<file path="src/rtl/arb_pkg.sv">
package arb_pkg;
    typedef enum logic {
        BUS_MAIN = 1'b0,
        BUS_MAC  = 1'b1
    } bus_kind_e;
endpackage

</file>
<file path="src/rtl/arb_prio_pick.sv">
// Fixed-priority picker: the lowest set index wins.
module arb_prio_pick #(
    parameter int N = 3,
    localparam int W = (N > 1) ? $clog2(N) : 1
) (
    input  logic [N-1:0] req_i,
    output logic         any_o,
    output logic [W-1:0] idx_o
);
    always_comb begin
        any_o = 1'b0;
        idx_o = '0;
        for (int i = N - 1; i >= 0; i--) begin
            if (req_i[i]) begin
                any_o = 1'b1;
                idx_o = W'(i);
            end
        end
    end
endmodule

</file>
<file path="src/rtl/arb_rr_pick.sv">
// Rotating picker: the search starts just after the last winner.
module arb_rr_pick #(
    parameter int N = 2,
    localparam int W = (N > 1) ? $clog2(N) : 1
) (
    input  logic [N-1:0] req_i,
    input  logic [W-1:0] last_i,
    output logic         any_o,
    output logic [W-1:0] idx_o
);
    always_comb begin
        int j;
        any_o = 1'b0;
        idx_o = last_i;
        for (int k = 1; k <= N; k++) begin
            j = int'(last_i) + k;
            if (j >= N) j = j - N;
            if (!any_o && req_i[j]) begin
                any_o = 1'b1;
                idx_o = W'(j);
            end
        end
    end
endmodule

</file>
<file path="src/rtl/dual_bus_arbiter.sv">
module dual_bus_arbiter
    import arb_pkg::*;
#(
    parameter bus_kind_e BUS_KIND  = BUS_MAC,
    parameter int        N_MASTERS = 3,
    localparam int IDX_W = $clog2(N_MASTERS),
    localparam int LOW_N = N_MASTERS - 1,
    localparam int LOW_W = (LOW_N > 1) ? $clog2(LOW_N) : 1,
    localparam int PARK  = N_MASTERS - 1
) (
    input  logic                 clk_i,
    input  logic                 rst_ni,
    input  logic [N_MASTERS-1:0] req_i,
    input  logic                 xfer_last_i,
    output logic [N_MASTERS-1:0] gnt_o,
    output logic [IDX_W-1:0]     owner_o
);
    typedef struct packed {
        logic [IDX_W-1:0] owner;
        logic             busy;
        logic [LOW_W-1:0] rr_last;
    } arb_state_t;

    arb_state_t state_d, state_q;

    logic             win_any;
    logic [IDX_W-1:0] win_idx;
    logic             arb_point;
    logic             busy_w;

    generate
        if (BUS_KIND == BUS_MAIN) begin : g_main
            arb_prio_pick #(.N(N_MASTERS)) u_pick (
                .req_i (req_i),
                .any_o (win_any),
                .idx_o (win_idx)
            );
        end else begin : g_mac
            logic             rr_any;
            logic [LOW_W-1:0] rr_idx;
            arb_rr_pick #(.N(LOW_N)) u_rr (
                .req_i  (req_i[N_MASTERS-1:1]),
                .last_i (state_q.rr_last),
                .any_o  (rr_any),
                .idx_o  (rr_idx)
            );
            always_comb begin
                win_any = req_i[0] | rr_any;
                win_idx = req_i[0] ? '0 : (IDX_W'(rr_idx) + IDX_W'(1));
            end
        end
    endgenerate

    assign arb_point = !state_q.busy || xfer_last_i;

    always_comb begin
        state_d = state_q;
        if (arb_point) begin
            if (win_any) begin
                state_d.owner = win_idx;
                state_d.busy  = 1'b1;
                if (BUS_KIND == BUS_MAC && win_idx != '0) begin
                    state_d.rr_last = LOW_W'(win_idx - IDX_W'(1));
                end
            end else begin
                state_d.owner = IDX_W'(PARK);
                state_d.busy  = 1'b0;
            end
        end
    end

    always_ff @(posedge clk_i) begin
        if (!rst_ni) begin
            state_q.owner   <= IDX_W'(PARK);
            state_q.busy    <= 1'b0;
            state_q.rr_last <= LOW_W'(LOW_N - 1);
        end else begin
            state_q <= state_d;
        end
    end

    assign busy_w  = state_q.busy;
    assign owner_o = state_q.owner;
    assign gnt_o   = N_MASTERS'(1) << state_q.owner;
endmodule

</file>
<file path="config.mk">
export PLATFORM = sky130hd
export DESIGN_NAME = dual_bus_arbiter
export DESIGN_NICKNAME = d
export VERILOG_FILES = /design/src/rtl/arb_pkg.sv /design/src/rtl/arb_prio_pick.sv /design/src/rtl/arb_rr_pick.sv /design/src/rtl/dual_bus_arbiter.sv
export SDC_FILE = /design/constraint.sdc
export NUM_CORES = 1
export LEC_CHECK = 0
export BUFFER_PORTS_ARGS = -buffer_cell sky130_fd_sc_hd__buf_2
export CAP_MARGIN = 10
export CORE_AREA = 2 2 39 41
export CTS_CLUSTER_DIAMETER = 100
export DETAILED_ROUTE_END_ITERATION = 12
export DIE_AREA = 0 0 41 43
export MAX_ROUTING_LAYER = met4
export PLACE_DENSITY = 0.38
export SETUP_SLACK_MARGIN = 0.2
export SYNTH_ARGS = -nofsm -noshare
export SYNTH_HDL_FRONTEND = slang
export SYNTH_HIERARCHICAL = 1
export SYNTH_SLANG_ARGS = --single-unit
</file>
<file path="constraint.sdc">
create_clock -name clk_i -period 2.8 [get_ports clk_i]
set_clock_uncertainty 0.15 [all_clocks]
set_input_delay 0.7 -clock clk_i [delete_from_list [all_inputs] [get_ports clk_i]]
set_output_delay 0.7 -clock clk_i [all_outputs]
set_load 0.02 [all_outputs]
</file>
# After elaboration in Yosys (flattened, before gate mapping)
# Cells that the tools add are included.
[totals]
ff_bits = 4
wordCells = 35
[classes]
n_addsub = 6
n_lt_le_gt_ge = 4
shift = 1
n_mux = 14
bitwise_logic = 1
n_reduce_logical = 6
[op_table]
columns = ["op", "count"]
rows = [
  ["32-bit by 3-bit greater-or-equal comparator with 1-bit output, second input constant", 2],
  ["32-bit by 3-bit less-than comparator with 1-bit output, second input constant", 2],
  ["32-bit two-way mux", 2],
  ["32-bit by 3-bit subtractor with 32-bit output, second input constant", 2],
  ["1-bit two-way mux", 10],
  ["1-bit by 1-bit adder with 2-bit output, second input constant", 2],
  ["1-bit by 2-bit adder with 3-bit output, second input constant", 1],
  ["3-bit two-way mux", 1],
  ["3-bit AND reduction", 1],
  ["1-bit by 2-bit << shifter with 3-bit output, first input constant", 1],
  ["1-bit logical NOT", 2],
  ["2-bit two-way mux", 1],
  ["2-bit nonzero test", 1],
  ["1-bit logical AND", 1],
  ["1-bit logical OR", 1],
  ["1-bit bitwise OR", 1],
  ["1-bit subtractor, second input constant", 1],
]

# Logic depth before layout (Yosys ltp)
# Gate-level depths: netlist of the first run.
[depth]
ltp_word = 14
ltp_mapped = 4

# By module
# The synthesis of the first run kept the hierarchy.
[modules_own_cells]
columns = ["mod", "n_inst", "cells_each", "area_per_inst_um2", "seq_area_each_um2"]
rows = [
  ["dual_bus_arbiter", 1, 21, 200.2, 80.1],
  ["arb_rr_pick", 1, 3, 20.0, 0.0],
]

# Worst setup path before layout of the first run
# No wires, ideal clock.
[synth_path]
path_kind = "input-to-reg"
from = "in req_i[1]"
to = "reg state_q, in the netlist owner_o[0]"
arrival_ps = 1428
required_time_ps = 2534
slack_ps = 1106
path_stages = 4
cell_sequence = "or2_1 -> nor2b_1 -> and4b_1 -> a31o_1"
[synth_via]
elab_chain_cells = 10
elab_cells_between_ends = 16
classes_between = "1 x add/sub; 12 x mux; 1 x bitwise; 2 x reduce/logical"
[synth_rtl]
columns = ["item", "line_no", "rtl"]
rows = [
  ["start, declared", "dual_bus_arbiter.sv:13", "input logic [N_MASTERS-1:0] req_i,"],
  ["1-bit two-way mux (not written as such) (3 in a row)", "arb_rr_pick.sv:18", "if (!any_o && req_i[j]) begin"],
  ["1-bit two-way mux", "arb_rr_pick.sv:18", ""],
  ["1-bit logical NOT", "arb_rr_pick.sv:18", ""],
  ["1-bit logical AND", "arb_rr_pick.sv:18", ""],
  ["1-bit two-way mux", "arb_rr_pick.sv:18", ""],
  ["1-bit by 1-bit adder with 2-bit output", "dual_bus_arbiter.sv:49", "win_idx = req_i[0] ? '0 : (IDX_W'(rr_idx) + IDX_W'(1));"],
  ["2-bit two-way mux", "dual_bus_arbiter.sv:49", ""],
  ["3-bit two-way mux *", "dual_bus_arbiter.sv:59", "if (win_any) begin"],
  ["end signal, assigned", "dual_bus_arbiter.sv:78", "state_q <= state_d;"],
  ["end, declared", "dual_bus_arbiter.sv:24", "arb_state_t state_d, state_q;"],
]
# Mark *: on every way between the ends. The rest lies on a longest branch, timed or not. The select of a mux whose other input is x is not followed.
# A chain may end at the register's enable or synchronous reset.

# Final worst setup path of the first run
[layout_path]
from = "reg state_q, in the netlist owner_o[0]"
to = "out gnt_o[1]"
[layout_via]
elab_chain_cells = 1
[layout_rtl]
columns = ["item", "line_no", "rtl"]
rows = [
  ["1-bit by 2-bit << shifter with 3-bit output", "dual_bus_arbiter.sv:84", "assign gnt_o = N_MASTERS'(1) << state_q.owner;"],
  ["end, declared", "dual_bus_arbiter.sv:15", "output logic [N_MASTERS-1:0] gnt_o,"],
]
# Every way passes these cells.

==> flow_summary.yaml, run 1 <==
yosys:
  synth_top_family_by_area: "simple AND/OR/NAND/NOR gates"
  ys.flop_type: "dfxtp_1"
  synth_compound_area_share_pct: 14.8
  netlist_instances: 24
  synthTopCellsByCount: "dfxtp_1 (4), nor2b_1 (4), buf_4 (2), inv_1 (2), nand2_1 (2)"
  synth_mux_area_share_pct: 4.55
  postSynthAreaPerCell_um2: 9.18
  synthesis.area_um2: 220
  synth_cell_types: 15
  yosysSeqAreaShare_pct: 36.4
  synthAdderAreaFrac_pct: 0
  ys_top_cells_by_area: "dfxtp_1 (36%), nor2b_1 (11%), buf_4 (6.8%), nand2b_4 (6.3%), and4b_1 (4.5%)"
  async_reset_ff_share_pct: 0
  synth-xor-area-share_pct: 0
  synth_top_area_share_pct: 36.4
  yosysWarnings: 6
  synth-simple-area-share_pct: 34.1
  yosys.area.top_type: "dfxtp_1"
  ys_ff_latch: 4
  synth_edf_count: 0
  postSynthNetCount: 30
floorplan:
  die_w_um: 41
  die_area_um2: 1760
  initial_core_util_pct: 15.9
  coreArea_um2: 1380
  die_y_um: 43
  io_pins: 11
  fp-row-count: 14
layout:
  diodes: 0
  regArea_um2: 80.1
  final_layout_size_suffix_gt1_share_pct: 42.9
  fillers: 160
  nNetsFinal: 43
  areaGrowthSynthToFinish_pct: 35.2
  multi_input_area_um2: 118
power_and_ir_drop:
  swShare_pct: 26.4
  power_density_nw_per_um2: 563
  p_leak_nw: 0.153
  power_mw: 0.168
  seq_power_share_pct: 38.7
  clkPwrFrac_pct: 43.5
  peakVddDrop_uv: 100
  p_int_mw: 0.123
  combPwrFrac_pct: 17.8
  power_switching_mw: 0.0443
routing:
  drt_iter0_markers: 0
  via_count: 197
  wire_per_inst_um: 8.49
  wirelength_um: 433
  ant_nets: 0
  drc: 0
  drtPass1Iterations: 1
  via_per_inst: 3.86
place:
  hpwl_um: 351
  gp_congestion: 0.772
  io_buffers: 10
sta:
  rsz0062_at_grt: "no"
  setup_viol: 0
  holdWs_ns: 0.323
  finalCritPeriodShare_pct: 63.3
  hold_viol: 0
  slew-limit-headroom_pct: 85.1
  worst_slew_pin_slew_ns: 0.220
  slew_viol_final: 0
  period_minus_slack_ns: 1.77
  final.setup.tns_ns: 0
  fmax_mhz: 565
setup_path:
  slowest_delay_ns: 0.37
  crit_buf_inv: 1
  end_kind: "output pin"
  path_cells: "nor2b_1, buf_2"
  worst-path-max-fanout: 5
  start_kind: "flop"
  critPathKind: "flop to output pin"
  critPathTopFamily: "flip-flops"
  cp.required_ns: 1.95
  cp.arrival_ns: 0.92
  slowest_stage: "dfxtp_1"
cts:
  cts_max_path_buffers: 2
  cts_tree: "built"
  insertion_delay_ns: 0.24
  cts_buffers: 3
  cts_sinks: 4
  clk_pin_slew_worst_paths_ns: 0.04
  post_cts_buffers: 0
  htreeDepth: 1
  holdBufCountCts: 0
  ctsResizeCount: 0
  cts-root-buf: "clkbuf_4"
status:
  status: "finished clean"
global_route:
  track_usage_pct: 7.51
  grt_pass1_wl_um: 738
  grt_max_degree: 6
  overflow: 0
  antenna_found_initial: 0
  grt_pass1_vias: 186
run:
  cap_violations: 0
hold_path:
  worst_hold_path_type: "flop to flop"
## cell families after synthesis
group                  after synthesis
AOI/OAI and AO/OA                    4
buffers and inverters                4
DFF                                  4
muxes                                1
and+or+nand+nor                     11
## metrics by stage
stage                     util [%]  instances  setup slack [ns]  cell area (um^2)
after CTS                     21.5         51              1.00               298
after global routing          21.5         51             0.947               298
final                         21.5         51              1.03               298
after detailed placement      19.9         48             0.968               275
after global placement        19.9         48             0.971               275
after floorplan                  -         24              1.11               220
## registers in the layout, summed over array words and instances, names as in the netlist
register and cells:
busy_w 1, owner_o 2, state_q 1
## worst min-delay path, stage by stage, from the launching register on
cell     delay (ns)
dfxtp_1        0.31
inv_1          0.05
a31oi_1        0.06
## cell type report
type                       instances  share of cell area [%]
clock buffer                       3                    7.56
inverter                           2                    2.52
multi-input combinational         16                    39.5
sequential                         4                    26.9
tap                               16                    6.72
timing repair buffer              10                    16.8
## worst paths after layout
kind / startpoint / endpoint / slack, ns / cells after the start
max: owner_o[0] / gnt_o[1] / 1.03 / 2
min: state_q[0] / state_q[0] / 0.32 / 2
max reg2reg: state_q[0] / owner_o[0] / 1.56 / 3
min reg2reg: state_q[0] / state_q[0] / 0.32 / 2
## metal layers
layer  track usage [%]  wire [um]
met2              7.81        187
met5                 -          0
met4              12.0         22
met1              7.72        184
met3              3.14         39
## placed cells by master (no fill, tap or decap), drive strengths merged
cell type,instances
a31o,1
a31oi,1
and4b,1
buf,10
clkbuf,3
dfxtp,4
inv,2
mux2i,1
nand2,2
nand2b,1
nor2,1
nor2b,5
o311ai,1
o31a,1
or2,1
## power by group through the flow
stage               Sequential, mW  Combinational [mW]  Clock, mW
floorplan                   0.0651              0.0220          0
global placement            0.0656              0.0303          0
detailed placement          0.0659              0.0302          0
CTS                         0.0650              0.0302     0.0781
global route                0.0656              0.0339     0.0834
finish                      0.0648              0.0298     0.0730
(Power assumes the default switching activity.)
==> run 2, diff against run 1 <==
ABC_AREA = 1   (was default)
PLACE_DENSITY = 0.41   (was 0.38)
clock period = 1.71 ns   (was 2.8 ns; I/O delays follow)
==> run 2 against run 1 <==
Synthesized cell count increased by 63%. Area after synthesis increased by 14%. Cell area increased by 13%. Critical endpoint unchanged. First-iteration DRC count increased by 7. Critical path depth increased by 1.
==> flow_summary.yaml, run 2 <==
global_route:
  track_usage_pct: 7.80
  grt.busiest_layer: "met2"
  grt_use_met2_pct: 10.6
  antenna_found_initial: 0
  overflow: 0
  met1_usage_pct: 6.71
  grt_pass1_vias: 215
  grt_max_degree: 7
  grt_pass1_wl_um: 800
  use_met3_pct: 6.28
yosys:
  netlist_instances: 39
  synth.most_common_cell: "inv_1"
  async_reset_ff_share_pct: 0
  ys.flop_type: "dfxtp_1"
  synth_top_area_share_pct: 32.0
  yosys.area.top_type: "dfxtp_1"
  yosysSeqAreaShare_pct: 32.0
  postSynthNetCount: 45
  synth_edf_count: 0
  ys_top_cells_by_area: "dfxtp_1 (32%), inv_1 (12%), nand2_1 (9.0%), nor2_1 (9.0%), nand3_1 (8.0%)"
  yosysWarnings: 6
  synthesis.area_um2: 250
  postSynthAreaPerCell_um2: 6.42
  ys_ff_latch: 4
  synthTopCellsByCount: "inv_1 (8), nand2_1 (6), nor2_1 (6), dfxtp_1 (4), nand3_1 (4)"
  synth_cell_types: 14
layout:
  fin_area_um2: 335
  layout_common_cells: "buf_2 (9), inv_1 (8), nor2_1 (6), nand2_1 (6), nand3_1 (4)"
  areaGrowthSynthToFinish_pct: 34.0
  regArea_um2: 85.1
  final_common_cell: "buf_2"
  multi_input_area_um2: 118
  nNetsFinal: 58
  final_layout_size_suffix_gt1_share_pct: 42.0
  fillers: 168
  diodes: 0
  largest_reg_flops: 2
sta:
  slew_viol_final: 0
  holdWs_ns: 0.266
  final.setup.tns_ns: 0
  worst_slew_pin_slew_ns: 0.152
  setup_viol: 0
  period_minus_slack_ns: 1.43
  fmax_mhz: 697
  slew-limit-headroom_pct: 89.9
  hold_viol: 0
  rsz0062_at_grt: "no"
  finalCritPeriodShare_pct: 83.9
cts:
  cts-root-buf: "clkbuf_4"
  clk_pin_slew_worst_paths_ns: 0.04
  cts_sinks: 4
  holdBufCountCts: 0
  cts_buffers: 3
  cts_max_path_buffers: 2
  insertion_delay_ns: 0.24
  cts_tree: "built"
  htreeDepth: 1
routing:
  drtPass1Iterations: 2
  drc: 0
  drt_iter0_markers: 7
  wirelength_um: 498
  wire_per_inst_um: 7.55
  via_count: 244
  via_per_inst: 3.70
  ant_nets: 0
floorplan:
  io_pins: 11
  fp-row-count: 14
  die_w_um: 41
  die_y_um: 43
  coreArea_um2: 1380
  die_area_um2: 1760
  initial_core_util_pct: 18.1
setup_path:
  crit_path_end: "gnt_o[1]"
  worst-path-max-fanout: 5
  cp.arrival_ns: 0.86
  crit_buf_inv: 2
  reg2reg_depth: 7
  critPathKind: "flop to output pin"
  rr_endpoint: "owner_o[1]"
  end_kind: "output pin"
  critPathLaunch: "owner_o[0]"
  slowest_delay_ns: 0.35
  slowest_stage: "dfxtp_4"
  critPathTopFamily: "flip-flops"
  timing.rr.start: "state_q[0]"
  start_kind: "flop"
  path_cells: "inv_1, nor2_1, buf_4"
  r2r_slack_ns: 0.66
  path_depth: 3
  cp.required_ns: 1.13
power_and_ir_drop:
  peakVddDrop_uv: 282
  power_density_nw_per_um2: 858
  p_leak_nw: 0.197
status:
  status: "finished clean"
hold_path:
  worst_hold_path_type: "input pin to flop"
place:
  io_buffers: 10
  gp_congestion: 0.634
  hpwl_um: 407
  place_area_um2: 305
run:
  cap_violations: 0
## run 2: repair_timing
item	CTS	global route
setup buffers	0	0
resized for setup	1	3
endpoints found under the setup margin	1	2
## run 2: worst register-to-register path, delay by kind of cell, from the launching register on
kind,cells,cell delay (ns)
AND/OR/NAND/NOR,4,0.24
flip-flops,1,0.34
AO/OA/AOI/OAI,1,0.11
buffers and inverters,2,0.10
## run 2: per-layer routing
layer	vias up	routed length, um
met3	2	36
met5	-	0
li1	136	-
met4	0	17
met2	6	245
met1	100	198
## run 2: worst min path at each step
stage	start	endpoint	slack [ns]	depth (start not counted)
5_1_grt	rst_ni	state_q[0]	0.29	2
2_1_floorplan	state_q[0]	state_q[0]	0.30	2
3_3_place_gp	state_q[0]	state_q[0]	0.33	2
3_5_place_dp	state_q[0]	state_q[0]	0.35	2
6_report	rst_ni	owner_o[1]	0.27	2
4_1_cts	rst_ni	owner_o[1]	0.26	2
## run 2: cell type report
class | count | area share (%)
multi-input combinational | 23 | 35.1
tap | 16 | 5.97
sequential | 4 | 25.4
clock buffer | 3 | 6.72
timing repair buffer | 10 | 15.7
inverter | 10 | 11.2
## run 2: kinds of logic after synthesis
group           synth area share [%]
buf+inv                         21.0
compound gates                  7.50
flops                           32.0
simple gates                    39.5
## run 2: report_power, final
part | internal (mW) | switching [mW] | total (mW)
combinational | 0.0243 | 0.0378 | 0.0621
clock | 0.0785 | 0.0389 | 0.117
sequential | 0.101 | 0.00701 | 0.108
total | 0.204 | 0.0837 | 0.288
## run 2: per-stage QoR
step / cells / util (%) / setup WS, ns / power [mW]
after floorplan: 39 / - / 0.449 / 0.156
after global placement: 63 / 22.1 / 0.373 / 0.172
after detailed placement: 63 / 22.1 / 0.370 / 0.173
after CTS: 66 / 23.8 / 0.219 / 0.296
after global routing: 66 / 24.2 / 0.204 / 0.311
final: 66 / 24.2 / 0.276 / 0.288
